`config.mk`:
```
export PLATFORM = sky130hd
export DESIGN_NAME = rom_cmp_tester
export DESIGN_NICKNAME = d
export VERILOG_FILES = /design/src/rtl/rct_pkg.sv /design/src/rtl/rct_addr_gen.sv /design/src/rtl/rct_compare.sv /design/src/rtl/rom_cmp_tester.sv
export SDC_FILE = /design/constraint.sdc
export NUM_CORES = 1
export LEC_CHECK = 0
export CAP_MARGIN = 20
export CORE_UTILIZATION = 47
export DETAILED_ROUTE_END_ITERATION = 8
export GPL_TIMING_DRIVEN = 0
export PLACE_DENSITY = 0.79
export SYNTH_ARGS = -nofsm -noshare
export SYNTH_HDL_FRONTEND = slang
export SYNTH_SLANG_ARGS = --single-unit
```
`constraint.sdc`:
```
create_clock -name clk -period 1.6 [get_ports clk]
set_input_delay 0.32 -clock clk [delete_from_list [all_inputs] [get_ports clk]]
set_output_delay 0.32 -clock clk [all_outputs]
set_load 0.05 [all_outputs]
```
`src/rtl/rct_pkg.sv`:
```
package rct_pkg;

  typedef enum logic [1:0] {
    ST_IDLE  = 2'd0,
    ST_RUN   = 2'd1,
    ST_DRAIN = 2'd2
  } rct_state_t;

  // Number of clock edges from the accepting edge to the edge that raises done.
  function automatic int unsigned sweep_edges(input int unsigned addr_w);
    return (32'd1 << addr_w) + 32'd1;
  endfunction

endpackage

```
`src/rtl/rct_addr_gen.sv`:
```
module rct_addr_gen #(
  parameter int ADDR_W = 6
) (
  input  logic              clk,
  input  logic              rst_n,
  input  logic              clear,
  input  logic              step,
  output logic [ADDR_W-1:0] addr,
  output logic              at_last
);
  localparam logic [ADDR_W-1:0] LAST_ADDR = {ADDR_W{1'b1}};

  function automatic logic [ADDR_W-1:0] bump(input logic [ADDR_W-1:0] a);
    return a + 1'b1;
  endfunction

  always_ff @(posedge clk or negedge rst_n) begin
    if (!rst_n)     addr <= '0;
    else if (clear) addr <= '0;
    else if (step)  addr <= bump(addr);
  end

  assign at_last = (addr == LAST_ADDR);
endmodule

```
`src/rtl/rct_compare.sv`:
```
module rct_compare #(
  parameter int ADDR_W = 6,
  parameter int DATA_W = 8
) (
  input  logic              clk,
  input  logic              rst_n,
  input  logic              clear,
  input  logic              issue,
  input  logic [ADDR_W-1:0] addr,
  input  logic [DATA_W-1:0] ref_word,
  input  logic [DATA_W-1:0] dut_word,
  output logic              cmp_valid,
  output logic              mismatch,
  output logic              fail_seen,
  output logic [ADDR_W-1:0] fail_addr,
  output logic [DATA_W-1:0] fail_ref,
  output logic [DATA_W-1:0] fail_dut
);
  logic [ADDR_W-1:0] addr_q;

  function automatic logic words_differ(input logic [DATA_W-1:0] a,
                                        input logic [DATA_W-1:0] b);
    return |(a ^ b);
  endfunction

  // Align the address with the data, which arrives one cycle later.
  always_ff @(posedge clk or negedge rst_n) begin
    if (!rst_n) begin
      cmp_valid <= 1'b0;
      addr_q    <= '0;
    end else begin
      cmp_valid <= issue && !clear;
      addr_q    <= addr;
    end
  end

  assign mismatch = cmp_valid && words_differ(ref_word, dut_word);

  // Keep only the first mismatch of a sweep.
  always_ff @(posedge clk or negedge rst_n) begin
    if (!rst_n) begin
      fail_seen <= 1'b0;
      fail_addr <= '0;
      fail_ref  <= '0;
      fail_dut  <= '0;
    end else if (clear) begin
      fail_seen <= 1'b0;
      fail_addr <= '0;
      fail_ref  <= '0;
      fail_dut  <= '0;
    end else if (mismatch && !fail_seen) begin
      fail_seen <= 1'b1;
      fail_addr <= addr_q;
      fail_ref  <= ref_word;
      fail_dut  <= dut_word;
    end
  end
endmodule

```
`src/rtl/rom_cmp_tester.sv`:
```
module rom_cmp_tester #(
  parameter int ADDR_W = 6,
  parameter int DATA_W = 8
) (
  input  logic              clk,
  input  logic              rst_n,
  input  logic              start,
  output logic [ADDR_W-1:0] rom_addr,
  input  logic [DATA_W-1:0] ref_data,
  input  logic [DATA_W-1:0] dut_data,
  output logic              done,
  output logic              pass,
  output logic [ADDR_W-1:0] fail_addr,
  output logic [DATA_W-1:0] fail_ref,
  output logic [DATA_W-1:0] fail_dut
);
  import rct_pkg::*;

  rct_state_t state;
  logic start_acc;
  logic issue;
  logic last_addr;
  logic cmp_valid;
  logic mismatch;
  logic fail_seen;
  logic sweep_end;

  assign start_acc = (state == ST_IDLE) && start;
  assign issue     = (state == ST_RUN);
  assign sweep_end = (state == ST_DRAIN);

  rct_addr_gen #(.ADDR_W(ADDR_W)) u_addr (
    .clk     (clk),
    .rst_n   (rst_n),
    .clear   (start_acc),
    .step    (issue),
    .addr    (rom_addr),
    .at_last (last_addr)
  );

  rct_compare #(.ADDR_W(ADDR_W), .DATA_W(DATA_W)) u_cmp (
    .clk       (clk),
    .rst_n     (rst_n),
    .clear     (start_acc),
    .issue     (issue),
    .addr      (rom_addr),
    .ref_word  (ref_data),
    .dut_word  (dut_data),
    .cmp_valid (cmp_valid),
    .mismatch  (mismatch),
    .fail_seen (fail_seen),
    .fail_addr (fail_addr),
    .fail_ref  (fail_ref),
    .fail_dut  (fail_dut)
  );

  always_ff @(posedge clk or negedge rst_n) begin
    if (!rst_n) begin
      state <= ST_IDLE;
    end else begin
      unique case (state)
        ST_IDLE:  if (start)     state <= ST_RUN;
        ST_RUN:   if (last_addr) state <= ST_DRAIN;
        ST_DRAIN: state <= ST_IDLE;
        default:  state <= ST_IDLE;
      endcase
    end
  end

  // The verdict includes the compare that happens in the drain cycle.
  always_ff @(posedge clk or negedge rst_n) begin
    if (!rst_n) begin
      done <= 1'b0;
      pass <= 1'b0;
    end else begin
      done <= sweep_end;
      if (start_acc)      pass <= 1'b0;
      else if (sweep_end) pass <= !(fail_seen || mismatch);
    end
  end
endmodule

```
* Yosys cells after proc, flatten, opt, wreduce, memory -nomap -nowiden
Cells that the tools add are included.
** Operators by class
- Mux-type cells :: 15
- Div/mod/pow operators :: 0
- Bitwise logic cells :: 1
- Shifts and indexed selects :: 0
- $add $sub $neg :: 1
- Eq/ne operators :: 5
- $mul :: 0
- Reductions and logical operators :: 14
- Order comparisons :: 0
** Operators with widths (count)
- 2-to-1 mux 8 bit :: 4
- 2-to-1 mux 6 bit :: 4
- OR reduction 8 bit :: 1
- bitwise XOR 8 bit :: 1
- adder 6 x 1 -> 6 bit (second input constant) :: 1
- == test 6 bit (second input constant) :: 1
- nonzero test 2 bit :: 3
- logical AND 1 bit :: 4
- 2-to-1 mux 1 bit :: 4
- 2-to-1 mux 2 bit :: 2
- inequality test 2 bit (second input constant) :: 2
- one-hot mux 2 bit (2 select lines) :: 1
- logical NOT 1 bit :: 3
- == test 2 x 1 -> 1 bit (second input constant) :: 1
- == test 2 bit (second input constant) :: 1
- logical NOT 2 bit :: 1
- AND reduction 2 bit :: 1
- logical OR 1 bit :: 1
** Word-level totals
- Register bits after elaboration :: 40
- Word-level logic and storage cells :: 46
- Input bits :: 19
- Memories :: 0
- Memory bits (read-only) :: 0
- Bits in latches :: 0
- Memory bits (writable) :: 0

* Logic depth before layout (Yosys ltp)
Gate-level depths: netlist of run 1.
- Word-level depth :: 7
- Depth in mapped cells :: 6
- Mapped depth without buffers :: 5

* Modules after synthesis
A second synthesis of run 1 with hierarchy kept.
** Second synthesis, totals
- Cell total of the unflattened synthesis :: 159
- Area total of the unflattened synthesis :: 1868.0 um^2
** Modules (own cells, without submodules)
- rct_compare :: area an instance 1413.9 um^2, cells each 118, times used 1
- rct_addr_gen :: area an instance 281.5 um^2, cells each 28, times used 1
- rom_cmp_tester :: area an instance 172.7 um^2, cells each 13, times used 1

* Worst setup path before layout of run 1
Ideal clock, no wire load.
- Path type :: register -> register
- Start :: reg u_addr.addr[0]
- End :: reg u_addr.addr[4]
- Arrival time :: 1414 ps
- Path slack :: 65 ps
- Clock period less this slack :: 1535 ps
- Library setup time :: 121 ps
- Stages on the path, launching flop included :: 5
- Path buffers :: 0
- Cells stage by stage :: dfrtp_1 -> ha_1 -> nand3_1 -> a21o_1 -> a22o_1
** On the way
- Longest elaborated chain between the ends :: 3
** RTL lines
- start, declared :: RTL line rct_addr_gen.sv:8 : output logic [ADDR_W-1:0] addr,
- start signal, assigned :: RTL line rct_addr_gen.sv:20 : else if (step) addr <= bump(addr);
- adder 6 x 1 -> 6 bit :: RTL line rct_addr_gen.sv:14 : return a + 1'b1;
- 2-to-1 mux 6 bit :: RTL line rct_addr_gen.sv:20
- 2-to-1 mux 6 bit :: RTL line rct_addr_gen.sv:19 : else if (clear) addr <= '0;
No other way between the ends. The select of a mux whose other input is x is not followed.
A chain may end at the register's enable or synchronous reset.

* Worst setup path in the final report of run 1
- Start :: in dut_data[6]
- End :: reg u_cmp.fail_dut[2]
** On the way
- Longest elaborated chain between the ends :: 5
** RTL lines
- start, declared :: RTL line rom_cmp_tester.sv:10 : input logic [DATA_W-1:0] dut_data,
- bitwise XOR 8 bit :: RTL line rct_compare.sv:23 : return |(a ^ b);
- OR reduction 8 bit :: RTL line rct_compare.sv:23
- logical AND 1 bit :: RTL line rct_compare.sv:37 : assign mismatch = cmp_valid && words_differ(ref_word, dut_word);
- logical AND 1 bit :: RTL line rct_compare.sv:51 : end else if (mismatch && !fail_seen) begin
- nonzero test 2 bit (no source line)
- end signal, assigned :: RTL line rct_compare.sv:55 : fail_dut <= dut_word;
- end, declared :: RTL line rct_compare.sv:17 : output logic [DATA_W-1:0] fail_dut
No other way between the ends.

==> run_results.csv, run 1 <==
group,metric,value,unit
pwr,p_per_area,2120,nW/um^2
flow_run,cap_violations,0,
grt,grt_pass1_vias,1456,
floorplanning,rows,21,
floorplanning,io_pins,49,
logic_synthesis,synthArstFlopShare,100,%
layout,diodes,0,
timing,fmax,0.656,GHz
placed_design,dp.final_hpwl,2.69,mm
logic_synthesis,ys.flop_type,"dfrtp_1",
timing,rsz0062_at_grt,"false",
setup_path,cp_slowest_cell,"bufbuf_16",
floorplanning,die_x,62.8,um
clocking,numCtsBuffers,5,
clocking,cts.clk_slew.worst_paths,0.08,ns
clocking,cts_tree,"yes",
floorplanning,coreArea,3440,um^2
placed_design,io_buffers,48,
grt,track_usage,23.0,%
logic_synthesis,syn_area,1740,um^2
placed_design,gp_congestion,0.816,
timing,hold-worst-slack,0.126,ns
layout,fin_cells,263,
placed_design,dp.cells,251,
route,drcViolationCount,0,
setup_path,worstPathCellList,"dlygate4sd2_1, xor2_1, nor4_2, buf_4, a21oi_4, bufbuf_16, mux2i_1",
grt,grt_overflow,0,
pwr,p_leak,1.22,nW
logic_synthesis,ys.warnings.count,0,
timing,worst_slack,0.0767,ns
floorplanning,start_util,50.5,%
route,wirelength,3.86,mm
layout,syn_to_final_growth,41.3,%
logic_synthesis,synth_top_area_cell,"dfrtp_1",
outcome,status,"finished, final reports clean",
floorplanning,fp.dieH,62.8,um
floorplanning,die-area,3950,um^2
layout,nets,236,
logic_synthesis,ys_ff_latch,40,
logic_synthesis,synth_edf_count,0,
route,drtAntennaViolNets,0,
logic_synthesis,synth_common_cells,"nand2_1 (47), dfrtp_1 (40), mux2i_1 (23), xor2_1 (8)",
timing,skew,0.00966,ns
setup_path,crit_path_end_kind,"register",
logic_synthesis,yosysMostFrequentCell,"nand2_1",
setup_path,crit_arrival,1.70,ns
clocking,ctsHoldBuffers,0,
logic_synthesis,syn_avg_cell_area,11.1,um^2
timing,period_share,95.2,%
clocking,clock_path_buffers,2,
timing,setup_viol,0,
grt,grt_max_degree,41,
setup_path,cpPeakStageDelay,0.29,ns
timing,post-route-min-period,1.52,ns
placed_design,place_ws,-0.435,ns
setup_path,critPathKind,"in -> reg",
logic_synthesis,synth_area_leaders,"dfrtp_1 (58%), mux2i_1 (13%), nand2_1 (10%)",
clocking,htreeDepth,2,
timing,max_slew_margin,42.9,%
route,drt-initial-drc-count,60,
worst_hold_path,hp-class,"in -> async",
clocking,cts_sinks,40,
logic_synthesis,synth_cells,157,
route,vias_per_cell,5.14,
logic_synthesis,synth_cell_types,26,
setup_path,critPathLaunchType,"input pin",
grt,grt_pass1_wl,6.77,mm
logic_synthesis,seq_area_frac_synth,57.6,%
timing,tightestPinTransition,0.857,ns
setup_path,path_max_fanout,5,
route,num_vias,1353,
route,drt-wirelength-per-cell,14.7,um
logic_synthesis,synth_top_area_share,57.6,%
pwr,peakVddDrop,1.13,mV
layout,drive_gt1_share,14.7,%
logic_synthesis,syn_nets,177,
setup_path,required,1.78,ns
timing,drv_slew,0,
grt,antenna_found_initial,0,
clocking,clock_latency,0.29,ns
timing,hold_violations,0,
route,drt_first_pass_iters,4,
clocking,clock-root-buffer,"clkbuf_8",
## metal layers
layer	up-vias	GRT usage, %	wire, um
met3	8	8.94	295
met4	0	9.01	87
met2	55	38.0	1860
met5	-	0	0
met1	653	26.8	1620
li1	637	-	-
## final timing paths
path	start	slack, ns	end	cells past startpoint
max	dut_data[6]	0.08	u_cmp.fail_dut[2]	7
min	rst_n	0.13	u_cmp.fail_dut[3]	1
max reg2reg	state[0]	0.20	u_cmp.fail_dut[2]	6
min reg2reg	u_addr.addr[5]	0.46	u_cmp.addr_q[5]	0
max in group asynchronous	rst_n	0.92	state[0]	1
min in group clk	ref_data[4]	0.36	u_cmp.fail_ref[4]	3
## critical path: cells and delay by family
kind / cells / cell delay, ns
multiplexers: 1 / 0.12
AO/OA/AOI/OAI: 1 / 0.08
XOR/XNOR: 1 / 0.16
AND/OR/NAND/NOR: 1 / 0.28
buffers and inverters: 3 / 0.75
## logic make-up (layout without fill, tap and decap cells)
family,Yosys count,count (layout),share of synthesized area [%]
fa+ha+maj,1,1,0.720
buf+inv,9,69,2.95
xor+xnor,8,8,4.03
compound gates,14,14,5.90
flops,40,40,57.6
simple gates,62,62,15.6
mux,23,23,13.2
## layout make-up
type	count	area [um^2]
buffer	7	48.8
clock buffer	7	96.3
clock inverter	1	30.0
fill	279	987
inverter	2	7.51
multi-input combinational	108	739
sequential	40	1000
tap	46	57.6
timing repair buffer	52	474
## sequential cells by signal, indices dropped and copies added (netlist names)
name	flops
u_cmp.cmp_valid	1
u_cmp.fail_addr	6
done	1
u_cmp.fail_dut	8
state	2
u_cmp.fail_seen	1
u_addr.addr	6
u_cmp.addr_q	6
u_cmp.fail_ref	8
pass	1
## where the power goes
part / leakage [nW] / switching (mW) / internal [mW] / total, mW
clock: 0.0645 / 0.340 / 0.550 / 0.890
combinational: 0.669 / 1.83 / 0.719 / 2.55
sequential: 0.483 / 0.299 / 1.46 / 1.75
## repair_timing
action / 4_1_cts / 5_1_grt
pin swaps: 6 / 3
cloned: 1 / 0
resized for setup: 58 / 11
hold endpoints to repair: 0 / 0
endpoints found under the setup margin: 50 / 20
buffers inserted: 3 / 0
## metrics by stage
stage,TNS [ns],area [um^2],total power [mW],util (%)
finish,0,2450,5.19,71.3
global placement,-35.87,2280,4.48,66.1
CTS,0,2460,5.24,71.6
floorplan,0,1740,3.57,-
global route,0,2450,5.47,71.3
detailed placement,-9.51,2270,4.56,66.0
## cells in the final DEF, fill, tap and decap left out, types with 2 or more instances in the layout
| master | instances |
|---|---|
| mux2i_1 | 23 |
| dlygate4sd2_1 | 38 |
| nand3_1 | 4 |
| nand2_1 | 47 |
| nor3_1 | 2 |
| nand2b_1 | 4 |
| inv_1 | 2 |
| dlymetal6s2s_1 | 2 |
| dfrtp_1 | 40 |
| nor2_1 | 2 |
| clkdlybuf4s15_2 | 2 |
| buf_4 | 2 |
| a22o_1 | 3 |
| xor2_1 | 3 |
| clkbuf_1 | 2 |
| xor2_2 | 5 |
| buf_6 | 2 |
| buf_2 | 3 |
| clkbuf_2 | 5 |
| o31ai_1 | 2 |
| clkbuf_8 | 7 |
(Power assumes the default switching activity.)
==> run 2, diff against run 1 <==
Settings changed: ABC_AREA set to 1, CORE_UTILIZATION 47 to 49, PLACE_DENSITY 0.79 to 0.8.
==> run_results.csv, run 2 <==
group,metric,value,unit
clocking,cts_sinks,40,
logic_synthesis,synth_common_cells,"nand2_2 (41), dfrtp_1 (40), nand2_1 (34), nor2_1 (26), nand3_1 (25)",
setup_path,startpoint,"u_cmp.fail_dut[0]",
route,drt-initial-drc-count,81,
grt,grt_max_degree,41,
outcome,status,"finished, final reports clean",
clocking,clock-root-buffer,"clkbuf_8",
logic_synthesis,syn_avg_cell_area,8.61,um^2
pwr,peakVddDrop,0.836,mV
floorplanning,coreArea,3770,um^2
logic_synthesis,synth_top_area_cell,"dfrtp_1",
layout,utilization,69.1,%
grt,grt_overflow,0,
layout,top_regs,"u_cmp.fail_dut x8, u_cmp.fail_ref x8",
route,vias_per_cell,4.83,
grt,track_usage,21.7,%
timing,rsz0062_at_grt,"false",
placed_design,dp.final_hpwl,2.92,mm
layout,diodes,0,
worst_hold_path,hp-class,"in -> async",
setup_path,required,1.28,ns
placed_design,dpl-instance-area,2510,um^2
timing,fmax,0.648,GHz
logic_synthesis,yosysMostFrequentCell,"nand2_2",
timing,post-route-min-period,1.54,ns
floorplanning,rows,22,
timing,drv_slew,0,
floorplanning,die-area,4280,um^2
grt,grt_pass1_vias,1514,
logic_synthesis,syn_area,1970,um^2
layout,mostFrequentLayoutCells,"nand2_2 (41), dfrtp_1 (40), nand2_1 (34)",
route,drt-wirelength-per-cell,12.2,um
route,drtAntennaViolNets,0,
floorplanning,die_x,65.4,um
timing,tns,0,ns
placed_design,place_ws,-0.238,ns
setup_path,crit_arrival,1.22,ns
grt,antenna_found_initial,0,
clocking,cts.clk_slew.worst_paths,0.08,ns
pwr,p_per_area,1220,nW/um^2
clocking,clock_path_buffers,2,
setup_path,cp_slowest_cell,"dlygate4sd2_1",
logic_synthesis,synth_cells,229,
floorplanning,start_util,52.3,%
route,drt_first_pass_iters,4,
layout,design_area,2610,um^2
logic_synthesis,seq_area_frac_synth,50.8,%
setup_path,crit_family,"buffers and inverters",
logic_synthesis,synth_area_leaders,"dfrtp_1 (51%), nand2_2 (13%), nand2_1 (6.5%)",
setup_path,critPathKind,"reg -> out",
pwr,p_total,3.18,mW
flow_run,cap_violations,0,
setup_path,worstPathCellList,"dlygate4sd2_1",
placed_design,io_buffers,48,
logic_synthesis,synth_edf_count,0,
floorplanning,fp.dieH,65.4,um
timing,worst_slack,0.0564,ns
logic_synthesis,synthArstFlopShare,100,%
route,num_vias,1612,
placed_design,gp_congestion,0.763,
logic_synthesis,ys.warnings.count,0,
setup_path,r2r-start,"state[1]",
layout,fin_cells,334,
clocking,htreeDepth,2,
setup_path,cp_num_buf_inv,1,
layout,syn_to_final_growth,32.2,%
logic_synthesis,ys.flop_type,"dfrtp_1",
route,drcViolationCount,0,
timing,period_share,96.5,%
logic_synthesis,ys_ff_latch,40,
clocking,clock_latency,0.29,ns
timing,skew,0.0109,ns
timing,max_slew_margin,41.6,%
route,wirelength,4.08,mm
clocking,cts_tree,"yes",
setup_path,path_max_fanout,2,
floorplanning,io_pins,49,
setup_path,critPathLaunchType,"register",
pwr,p_leak,1.42,nW
setup_path,cpPeakStageDelay,0.55,ns
layout,fillers,327,
clocking,ctsHoldBuffers,0,
timing,hold_violations,0,
timing,hold-worst-slack,0.139,ns
logic_synthesis,synth_cell_types,24,
timing,setup_viol,0,
layout,drive_gt1_share,26.6,%
layout,nets,305,
layout,layout_commonest_cell,"nand2_2",
logic_synthesis,synth_top_area_share,50.8,%
grt,grt_pass1_wl,7.00,mm
timing,tightestPinTransition,0.877,ns
clocking,numCtsBuffers,5,
setup_path,crit_path_end_kind,"output port",
logic_synthesis,syn_nets,249,
placed_design,dp.cells,325,
run 2: cell count changes after synthesis, moves of 3 or more:
cell / before / now
mux2i_1: 23 / 0
inv_2: 0 / 8
nand2_1: 47 / 34
inv_1: 2 / 23
o21ai_0: 1 / 6
nand3_1: 4 / 25
xor2_1: 8 / 0
nand2b_1: 4 / 0
nor2_1: 2 / 26
xnor2_1: 0 / 3
nand2_2: 0 / 41
run 2: cell families after synthesis:
| group | after synthesis | share of synthesized area (%) |
|---|---|---|
| adder cells (fa/ha/maj) | 1 | 0.634 |
| flip-flops | 40 | 50.8 |
| AO/OA/AOI/OAI | 12 | 3.36 |
| buffers and inverters | 39 | 9.58 |
| XOR/XNOR | 3 | 1.33 |
| AND/OR/NAND/NOR | 134 | 34.3 |
run 2: cell type report:
type / count / area (um^2) / area share, %
buffer: 8 / 78.8 / 3.02
clock buffer: 5 / 68.8 / 2.64
clock inverter: 3 / 46.3 / 1.78
inverter: 31 / 116 / 4.46
multi-input combinational: 150 / 782 / 30.0
sequential: 40 / 1000 / 38.4
tap: 48 / 60.1 / 2.30
timing repair buffer: 49 / 453 / 17.4
run 2: report_power, final:
part / total (mW) / internal, mW / switching [mW] / leakage, nW
clock: 0.835 / 0.470 / 0.366 / 0.0548
combinational: 1.02 / 0.307 / 0.715 / 0.869
sequential: 1.32 / 1.19 / 0.133 / 0.498
run 2: layer usage:
metal | part of all wire, % | global-route usage, % | wire (um)
met1 | 45 | 28.8 | 1850
met2 | 49 | 36.5 | 1980
met3 | 5.2 | 4.86 | 211
met4 | 0.98 | 4.08 | 40
met5 | 0 | 0 | 0
run 2: repair_timing:
| action | in CTS | in global routing |
|---|---|---|
| gates resized for setup | 35 | 12 |
| pin swaps | 0 | 1 |
| buffers inserted | 0 | 1 |
| endpoints found under the setup margin | 30 | 22 |
run 2: path summary, 6_finish.rpt:
| check | endpoint | slack [ns] | cells past startpoint |
|---|---|---|---|
| worst min register to register | u_cmp.addr_q[5] | 0.43 | 0 |
| worst max register to register | u_cmp.fail_ref[4] | 0.27 | 7 |
| worst max-delay path | fail_dut[0] | 0.06 | 1 |
| worst min-delay path | u_cmp.fail_addr[5] | 0.14 | 1 |
| min in group clk | u_cmp.fail_ref[2] | 0.41 | 5 |
| max in group asynchronous | u_cmp.addr_q[3] | 0.91 | 1 |
